File: src/rtl/pwm_timer_pkg.sv
`timescale 1ns/1ps
package pwm_timer_pkg;

    // Register width seen on the write bus and the readbacks.
    localparam int unsigned CNT_W     = 16;
    // Narrowest resolution and number of selectable steps above it.
    localparam int unsigned RES_MIN   = 8;
    localparam int unsigned RES_STEPS = 3;
    localparam int unsigned RES_SEL_W = 2;
    localparam int unsigned NUM_CH    = 2;

    typedef logic [CNT_W-1:0] cnt_t;

    typedef enum logic [1:0] {
        COM_OFF  = 2'b00,
        COM_RSVD = 2'b01,
        COM_NORM = 2'b10,
        COM_INV  = 2'b11
    } com_e;

    // TOP (all ones of the selected resolution); codes past the last step saturate.
    function automatic cnt_t top_for(input logic [RES_SEL_W-1:0] sel);
        logic [31:0] step;
        step = 32'(sel);
        if (step > RES_STEPS - 1) begin
            step = RES_STEPS - 1;
        end
        return cnt_t'((32'd1 << (RES_MIN + step)) - 32'd1);
    endfunction

endpackage

File: src/rtl/pwm_updown_counter.sv
`timescale 1ns/1ps
module pwm_updown_counter
    import pwm_timer_pkg::*;
(
    input  logic clk_i,
    input  logic rst_ni,
    input  cnt_t top_i,
    input  logic fast_i,
    input  logic we_i,
    input  cnt_t wdata_i,
    output cnt_t cnt_o,
    output logic down_o
);

    typedef struct packed {
        cnt_t cnt;
        logic down;
    } ctr_state_t;

    ctr_state_t ctr_d, ctr_q;
    cnt_t       cnt_m;

    // Stored value cut to the current resolution (covers a narrowing switch).
    assign cnt_m = ctr_q.cnt & top_i;

    always_comb begin
        ctr_d     = ctr_q;
        ctr_d.cnt = cnt_m;
        if (we_i) begin
            ctr_d.cnt  = wdata_i & top_i;
            ctr_d.down = fast_i ? 1'b0 : ctr_q.down;
        end else if (fast_i) begin
            ctr_d.down = 1'b0;
            ctr_d.cnt  = (cnt_m == top_i) ? '0 : cnt_m + cnt_t'(1);
        end else if (!ctr_q.down) begin
            if (cnt_m == top_i) begin
                ctr_d.down = 1'b1;
                ctr_d.cnt  = top_i - cnt_t'(1);
            end else begin
                ctr_d.cnt  = cnt_m + cnt_t'(1);
            end
        end else begin
            if (cnt_m == '0) begin
                ctr_d.down = 1'b0;
                ctr_d.cnt  = cnt_t'(1);
            end else begin
                ctr_d.cnt  = cnt_m - cnt_t'(1);
            end
        end
    end

    always_ff @(posedge clk_i or negedge rst_ni) begin
        if (!rst_ni) begin
            ctr_q <= '0;
        end else begin
            ctr_q <= ctr_d;
        end
    end

    assign cnt_o  = cnt_m;
    assign down_o = ctr_q.down;

endmodule

File: src/rtl/pwm_compare_channel.sv
`timescale 1ns/1ps
module pwm_compare_channel
    import pwm_timer_pkg::*;
(
    input  logic       clk_i,
    input  logic       rst_ni,
    input  cnt_t       top_i,
    input  cnt_t       cnt_i,
    input  logic       down_i,
    input  logic       fast_i,
    input  logic [1:0] com_i,
    input  logic       we_i,
    input  cnt_t       wdata_i,
    output cnt_t       cmp_o,
    output logic       pwm_o
);

    typedef struct packed {
        cnt_t shadow;  // value written by software
        cnt_t act;     // value the comparator uses
        logic lvl;     // non-inverted waveform level
    } ch_state_t;

    ch_state_t ch_d, ch_q;
    cnt_t      act_m;
    logic      at_top;

    assign act_m  = ch_q.act & top_i;
    assign at_top = (cnt_i == top_i);

    always_comb begin
        ch_d        = ch_q;
        ch_d.shadow = (we_i ? wdata_i : ch_q.shadow) & top_i;
        // Reload only at the turn point so a period never mixes two values.
        ch_d.act    = at_top ? (ch_q.shadow & top_i) : act_m;

        if (act_m == '0) begin
            ch_d.lvl = 1'b0;
        end else if (act_m == top_i) begin
            ch_d.lvl = 1'b1;
        end else if (cnt_i == act_m) begin
            ch_d.lvl = fast_i ? 1'b0 : down_i;
        end else if (fast_i && at_top) begin
            ch_d.lvl = 1'b1;
        end
    end

    always_ff @(posedge clk_i or negedge rst_ni) begin
        if (!rst_ni) begin
            ch_q <= '0;
        end else begin
            ch_q <= ch_d;
        end
    end

    always_comb begin
        unique case (com_e'(com_i))
            COM_NORM: pwm_o = ch_q.lvl;
            COM_INV:  pwm_o = ~ch_q.lvl;
            default:  pwm_o = 1'b0;
        endcase
    end

    assign cmp_o = ch_q.shadow & top_i;

endmodule

File: src/rtl/pwm_dual_timer.sv
`timescale 1ns/1ps
module pwm_dual_timer
    import pwm_timer_pkg::*;
(
    input  logic                 clk_i,
    input  logic                 rst_ni,
    input  logic [RES_SEL_W-1:0] res_sel_i,
    input  logic                 fast_mode_i,
    input  logic [1:0]           com_a_i,
    input  logic [1:0]           com_b_i,
    input  logic                 cnt_we_i,
    input  logic                 cmp_a_we_i,
    input  logic                 cmp_b_we_i,
    input  logic [CNT_W-1:0]     wdata_i,
    output logic [CNT_W-1:0]     cnt_o,
    output logic                 count_down_o,
    output logic [CNT_W-1:0]     cmp_a_o,
    output logic [CNT_W-1:0]     cmp_b_o,
    output logic                 pwm_a_o,
    output logic                 pwm_b_o
);

    cnt_t       top_w;
    cnt_t       cnt_w;
    logic       down_w;
    logic [1:0] com_v [NUM_CH];
    logic       we_v  [NUM_CH];
    cnt_t       cmp_v [NUM_CH];
    logic       pwm_v [NUM_CH];

    assign top_w = top_for(res_sel_i);

    assign com_v[0] = com_a_i;
    assign com_v[1] = com_b_i;
    assign we_v[0]  = cmp_a_we_i;
    assign we_v[1]  = cmp_b_we_i;

    pwm_updown_counter i_counter (
        .clk_i   (clk_i),
        .rst_ni  (rst_ni),
        .top_i   (top_w),
        .fast_i  (fast_mode_i),
        .we_i    (cnt_we_i),
        .wdata_i (wdata_i),
        .cnt_o   (cnt_w),
        .down_o  (down_w)
    );

    for (genvar g = 0; g < NUM_CH; g++) begin : g_ch
        pwm_compare_channel i_channel (
            .clk_i   (clk_i),
            .rst_ni  (rst_ni),
            .top_i   (top_w),
            .cnt_i   (cnt_w),
            .down_i  (down_w),
            .fast_i  (fast_mode_i),
            .com_i   (com_v[g]),
            .we_i    (we_v[g]),
            .wdata_i (wdata_i),
            .cmp_o   (cmp_v[g]),
            .pwm_o   (pwm_v[g])
        );
    end

    assign cnt_o        = cnt_w;
    assign count_down_o = down_w;
    assign cmp_a_o      = cmp_v[0];
    assign cmp_b_o      = cmp_v[1];
    assign pwm_a_o      = pwm_v[0];
    assign pwm_b_o      = pwm_v[1];

endmodule

File: config.mk
export PLATFORM = sky130hd
export DESIGN_NAME = pwm_dual_timer
export DESIGN_NICKNAME = d
export VERILOG_FILES = /design/src/rtl/pwm_timer_pkg.sv /design/src/rtl/pwm_updown_counter.sv /design/src/rtl/pwm_compare_channel.sv /design/src/rtl/pwm_dual_timer.sv
export SDC_FILE = /design/constraint.sdc
export NUM_CORES = 1
export LEC_CHECK = 0
export CAP_MARGIN = 20
export CORE_UTILIZATION = 35
export DETAILED_ROUTE_END_ITERATION = 12
export GPL_ROUTABILITY_DRIVEN = 0
export PLACE_DENSITY = 0.56
export SKIP_CTS_REPAIR_TIMING = 1
export SYNTH_ARGS = -nofsm -noshare
export SYNTH_HDL_FRONTEND = slang
export SYNTH_SLANG_ARGS = --single-unit
File: constraint.sdc
create_clock -name clk_i -period 3.9 [get_ports clk_i]
set_input_delay 0.78 -clock clk_i [delete_from_list [all_inputs] [get_ports clk_i]]
set_output_delay 0.78 -clock clk_i [all_outputs]
set_load 0.1 [all_outputs]
==> summary.md, run 1 <==
| Metric | Value |
|---|---|
| P&R area growth vs syn | 19.2% |
| Minimum clock period | 3.04 ns |
| Filler cell count | 1125 |
| Kind of critical path | input port to output pin |
| Clock network fraction of total power | 0.385 |
| Sequential area share after synthesis | 0.393 |
| Initial Util | 0.364 |
| Overflow after GRT | 0 |
| Worst slew margin | -0.266 |
| Site Rows | 38 |
| Top FF cell, synth | dfrtp_1 |
| Fmax | 329 MHz |
| Cell Chain, Critical Path | clkdlybuf4s50_1 > buf_4 > o21ai_0 > inv_1 > buf_12 |
| CTS buffer count | 9 |
| Worst Setup Start Kind | input port |
| Layout cells sized above 1 | 0.124 |
| DP Area | 4460 sq um |
| Worst skew pair latency | 0.32 ns |
| Yosys Warn Count | 0 |
| Clock Root Buffer | clkbuf_16 |
| H-tree depth | 3 |
| Hold Crit Class | input port to asynchronous set/reset pin |
| Deepest clock path buffer count | 2 |
| RSZ-0062 raised after global routing | no |
| DR vias | 3210 |
| Max-cap check violation count | 0 |
| Dominant cell type by area after synthesis | dfrtp_1 |
| Syn avg cell area | 8.96 sq um |
| Worst path arrival time | 2.26 ns |
| Clock Sinks | 63 |
| Ports | 79 |
| Peak supply drop | 237 uV |
| Non-Filler Instances | 616 |
| CTS tree | built |
| P per Cell Area | 470 nW/um^2 |
| Synth Instances | 448 |
| Worst Tran Pin Value | 1.90 ns |
| Placed insts | 600 |
| Die W | 109 um |
| Yosys reg bits | 63 |
| Post-synth cell types | 60 |
| Net Sw Frac | 0.359 |
| CP delay by family, top | buffers and inverters |
| Core area | 11000 sq um |
| Worst path max stage delay | 0.43 ns |
| Commonest cells in the netlist | nand2_1 (82), dfrtp_1 (63), buf_4 (40) |
| Antenna Cells | 0 |
| Tot GR Track Use | 0.195 |
| Ys async rst share | 1.00 |
| Sw Pwr | 0.808 mW |
| Most common cell in the netlist | nand2_1 |
| CP Capture Type | output pin |
| CP Depth | 5 |
| Pint | 1.44 mW |
| Initial antenna violation count | 0 |
| Chip Height | 109 um |
| Setup ws final | 0.863 ns |
| Leakage | 2.15 nW |
| Hold Vio Cnt, Final | 0 |
| Sequential share of power | 0.338 |
| Top post-synthesis cells by area | dfrtp_1 (39%), nand2_1 (7.7%), buf_4 (7.5%) |
| Number of global-route vias before repair | 3239 |
| CP max FO | 17 |
| Slowest CP cell | clkdlybuf4s50_1 |
| Finished Cell Area | 4790 sq um |
| DRC viols | 0 |
| Critical Path RT | 3.12 ns |
| Clock transition at path regs | 0.05 ns |
| Post-synth EDFFs | 0 |
| Nets | 503 |
| First-pass GRT wire length | 17500 um |
| Status | finished, violations left |
| Total Neg Setup Slack | 0 ns |
| Routed Antenna Nets | 0 |
| Max Slew Vio Count | 4 |
| Register-to-Register Path Depth | 7 |
| Post-DP HPWL | 7860 um |
| Vias/cell | 5.21 |
| Worst Path Buf+Inv | 4 |
| 1st-pass router iterations | 4 |
| Pre-CTS setup slack | 0.678 ns |
| Final Setup Violations | 0 |
| Logic gate share of total power | 0.278 |
| Routed wire length per instance | 17.4 um |
| Top cell type's share of synthesized area | 0.393 |
| Routed wire length | 10700 um |
| Largest net degree at the start of global routing | 55 |
| I/O Buffers | 56 |
| Die area | 11900 sq um |
| Clock skew | 0.00662 ns |
| Mapped cell area | 4020 sq um |
| Drt initial violations | 184 |
| Failing checks | max-slew violations |
| Period utilisation layout | 0.779 |
## final cells by class
class,instances,area [sq um],share of cell area
Multi-Input combinational cell,323,2030,0.425
Clock inverter,5,81.3,0.0170
Sequential cell,63,1580,0.329
Clock buffer,11,243,0.0507
Inverter,10,37.5,0.00784
Timing Repair Buffer,64,641,0.134
Tap cell,140,175,0.0366
## worst register-to-register path, cell delays in order (launching register included)
cell and delay, ns:
dfrtp_1 0.56, ha_1 0.26, and3_4 0.24, nand3_4 0.12, or4_1 0.92, nand2_1 0.29, nor3_1 0.08, a221o_1 0.27
## per-stage QoR
step	hold slack (ns)	util	total power [mW]
after detailed placement	0.483	0.404	1.39
after CTS	0.312	0.434	2.27
final	0.310	0.434	2.25
after global placement	0.488	0.404	1.39
after floorplan	0.465	-	1.29
after global routing	0.313	0.434	2.34
## per-layer routing
metal / share of wire / global-route usage / vias to the layer above / wire length [um]
met5: 0 / 0 / - / 0
met4: 0.0023 / 0.0473 / 0 / 25
met3: 0.050 / 0.0418 / 3 / 535
met2: 0.49 / 0.320 / 88 / 5220
met1: 0.46 / 0.260 / 1567 / 4950
li1: - / - / 1552 / -
## registers in the layout (all words and copies together), names as in the netlist
register	flops
i_counter.ctr_q	12
i_counter.down_o	1
g_ch.i_channel.ch_q	50
## placed cells by master, fill, tap and decap left out, types with 16 or more instances in the layout
master / instances
xor2_1: 17
mux2_2: 17
nor2_1: 17
nand2_1: 82
dfrtp_1: 63
nand3_1: 16
xnor2_1: 19
clkdlybuf4s50_1: 45
## final timing paths
kind / from / to / slack [ns]
worst max-delay path: res_sel_i[1] / cnt_o[8] / 0.86
worst min-delay path: rst_ni / g_ch[1].i_channel.ch_q[24] / 0.31
worst max register to register: i_counter.ctr_q[2] / i_counter.ctr_q[6] / 1.04
worst min register to register: g_ch[0].i_channel.ch_q[18] / g_ch[0].i_channel.ch_q[2] / 0.50
max in group asynchronous: rst_ni / g_ch[0].i_channel.ch_q[9] / 2.63
min in group clk_i: g_ch[0].i_channel.ch_q[18] / g_ch[0].i_channel.ch_q[2] / 0.50
## logic make-up after synthesis
logic type,after synthesis,synth area share
compound gates,65,0.111
xor+xnor,36,0.0785
fa+ha+maj,4,0.0125
buf+inv,74,0.112
flops,63,0.393
mux,27,0.0726
other cells,2,0.00187
simple gates,177,0.219
## power by group through the flow
stage               combinational [mW]  sequential [mW]  clock [mW]
floorplan                        0.561            0.727           0
global placement                 0.618            0.769           0
detailed placement               0.621            0.769           0
CTS                              0.623            0.759       0.885
global route                     0.659            0.765       0.918
finish                           0.624            0.759       0.865
Power figures use the tool's default switching activity.
==> run 2, diff against run 1 <==
Settings changed: PLACE_DENSITY 0.56 to 0.58.
Clock period 3.9 ns to 2.6 ns, I/O delays scaled along.
==> run 2 against run 1 <==
Compared with the run above: the flow still finishes with violations (max-slew violations); cell count rose by 4.2%; combinational power rose by 63%; clock-buffer cell count fell by 2; sequential share of layout area fell by 1.3 points; worst setup slack got worse by 0.62 ns; clock skew fell by 0.0027 ns; largest cell class unchanged; highest routed layer unchanged.
==> summary.md, run 2 (synthesized netlist as in run 1, its figures left out) <==
| Metric | Value |
|---|---|
| Status | finished, violations left |
| Failing checks | max-slew violations |
| Worst r2r dst | i_counter.ctr_q[6] |
| Die W | 109 um |
| Register-to-Register Path Depth | 7 |
| Worst Setup Start Kind | input port |
| CTS tree | built |
| Reg area | 1580 sq um |
| Site Rows | 38 |
| Worst path arrival time | 1.83 ns |
| Period utilisation layout | 0.905 |
| Chip Height | 109 um |
| RR Startpoint | i_counter.ctr_q[8] |
| Die area | 11900 sq um |
| CP Capture Type | output pin |
| Worst skew pair latency | 0.33 ns |
| Largest net degree at the start of global routing | 48 |
| Max Slew Vio Count | 4 |
| Ports | 79 |
| Clock skew | 0.00391 ns |
| Initial antenna violation count | 0 |
| Antenna Cells | 0 |
| Hold_ws | 0.289 ns |
| Routed wire length per instance | 16.8 um |
| First-pass GRT wire length | 17800 um |
| Max-cap check violation count | 0 |
| Filler cell count | 1099 |
| Cell Chain, Critical Path | clkdlybuf4s50_1 > buf_4 > or2_2 > and2_1 > buf_12 |
| Routed Antenna Nets | 0 |
| Minimum clock period | 2.35 ns |
| Peak supply drop | 461 uV |
| Worst slew margin | -0.273 |
| P per Cell Area | 692 nW/um^2 |
| Worst path max stage delay | 0.44 ns |
| Tot GR Track Use | 0.198 |
| Final Setup Violations | 0 |
| Clock Sinks | 63 |
| Number of flip-flops in the largest register | 50 |
| Vias/cell | 5.25 |
| Nets | 529 |
| Routed wire length | 10800 um |
| Drt initial violations | 223 |
| GRT met3 Usage | 0.0311 |
| Initial Util | 0.364 |
| P&R area growth vs syn | 24.0% |
| 1st-pass router iterations | 5 |
| Leakage | 2.31 nW |
| DRC viols | 0 |
| Overflow after GRT | 0 |
| CP Depth | 5 |
| Clock transition at path regs | 0.06 ns |
| Slowest CP cell | clkdlybuf4s50_1 |
| Met1 GRT Util | 0.256 |
| RSZ-0062 raised after global routing | no |
| Worst Tran Pin Value | 1.91 ns |
| Core area | 11000 sq um |
| Kind of critical path | input port to output pin |
| DR vias | 3372 |
| H-tree depth | 3 |
| Multi-input logic area | 2030 sq um |
| Hold Vio Cnt, Final | 0 |
| CP max FO | 5 |
| Most frequent cells in the layout | nand2_1 (82), dfrtp_1 (63), buf_4 (59), clkdlybuf4s50_1 (22), xnor2_1 (19) |
| Most common cell after layout, fill and taps aside | nand2_1 |
| CTS buffer count | 9 |
| Layout cells sized above 1 | 0.217 |
| Most used routing layer | met2 |
| Post-DP HPWL | 8130 um |
| Clock Root Buffer | clkbuf_16 |
| Reg with most FFs | g_ch.i_channel.ch_q |
| Fmax | 425 MHz |
| Total Neg Setup Slack | 0 ns |
| I/O Buffers | 56 |
| Worst Path Buf+Inv | 3 |
| Critical Path RT | 2.08 ns |
| R2R Setup Slk | 0.29 ns |
| M2 GR Usage | 0.325 |
| Number of global-route vias before repair | 3344 |
| CP delay by family, top | buffers and inverters |
| Deepest clock path buffer count | 2 |
| Hold Crit Class | input port to asynchronous set/reset pin |
[run 2: worst max path at each step]
| stage | start | endpoint | slack, ns |
|---|---|---|---|
| floorplan | res_sel_i[1] | cmp_a_o[9] | 0.37 |
| global placement | res_sel_i[1] | i_counter.ctr_q[6] | 0.09 |
| detailed placement | res_sel_i[1] | i_counter.ctr_q[6] | 0.08 |
| CTS | res_sel_i[1] | cmp_a_o[8] | 0.25 |
| global route | i_counter.ctr_q[8] | i_counter.down_o | 0.19 |
| finish | res_sel_i[1] | cmp_a_o[8] | 0.25 |
[run 2: area by class of cell]
| type | instances | area share |
|---|---|---|
| multi-input cells | 323 | 0.408 |
| clock inverters | 7 | 0.0206 |
| inverters | 10 | 0.00754 |
| well taps | 140 | 0.0352 |
| repair buffers | 90 | 0.166 |
| flip-flops and latches | 63 | 0.317 |
| clock buffers | 9 | 0.0452 |
[run 2: metrics by stage]
stage / setup WS (ns) / total power, mW / utilization / instances / instance area, sq um
5_1_grt: 0.186 / 3.58 / 0.451 / 642 / 4980
6_report: 0.247 / 3.45 / 0.451 / 642 / 4980
4_1_cts: 0.246 / 3.46 / 0.451 / 642 / 4980
2_1_floorplan: 0.372 / 1.93 / - / 460 / 4060
3_3_place_gp: 0.0855 / 2.12 / 0.422 / 626 / 4650
3_5_place_dp: 0.0809 / 2.12 / 0.422 / 626 / 4650
[run 2: per-layer routing]
metal	vias to the layer above	part of all wire
met3	12	0.050
met4	0	0.021
met2	109	0.48
met1	1643	0.44
met5	-	0
li1	1608	-
[run 2: power by group]
| part | total [mW] | internal, mW | switching, mW |
|---|---|---|---|
| Clock | 1.33 | 0.851 | 0.482 |
| Combinational | 1.02 | 0.288 | 0.732 |
| Sequential | 1.09 | 1.04 | 0.0570 |
| Total | 3.45 | 2.18 | 1.27 |
[run 2: worst register-to-register path, cell delays in order, from the launching register on]
cell and delay [ns]:
dfrtp_1 0.58, and3_2 0.30, nand3_4 0.11, or4_1 0.56, buf_4 0.21, a31o_2 0.24
o21ai_0 0.07, a221o_1 0.18
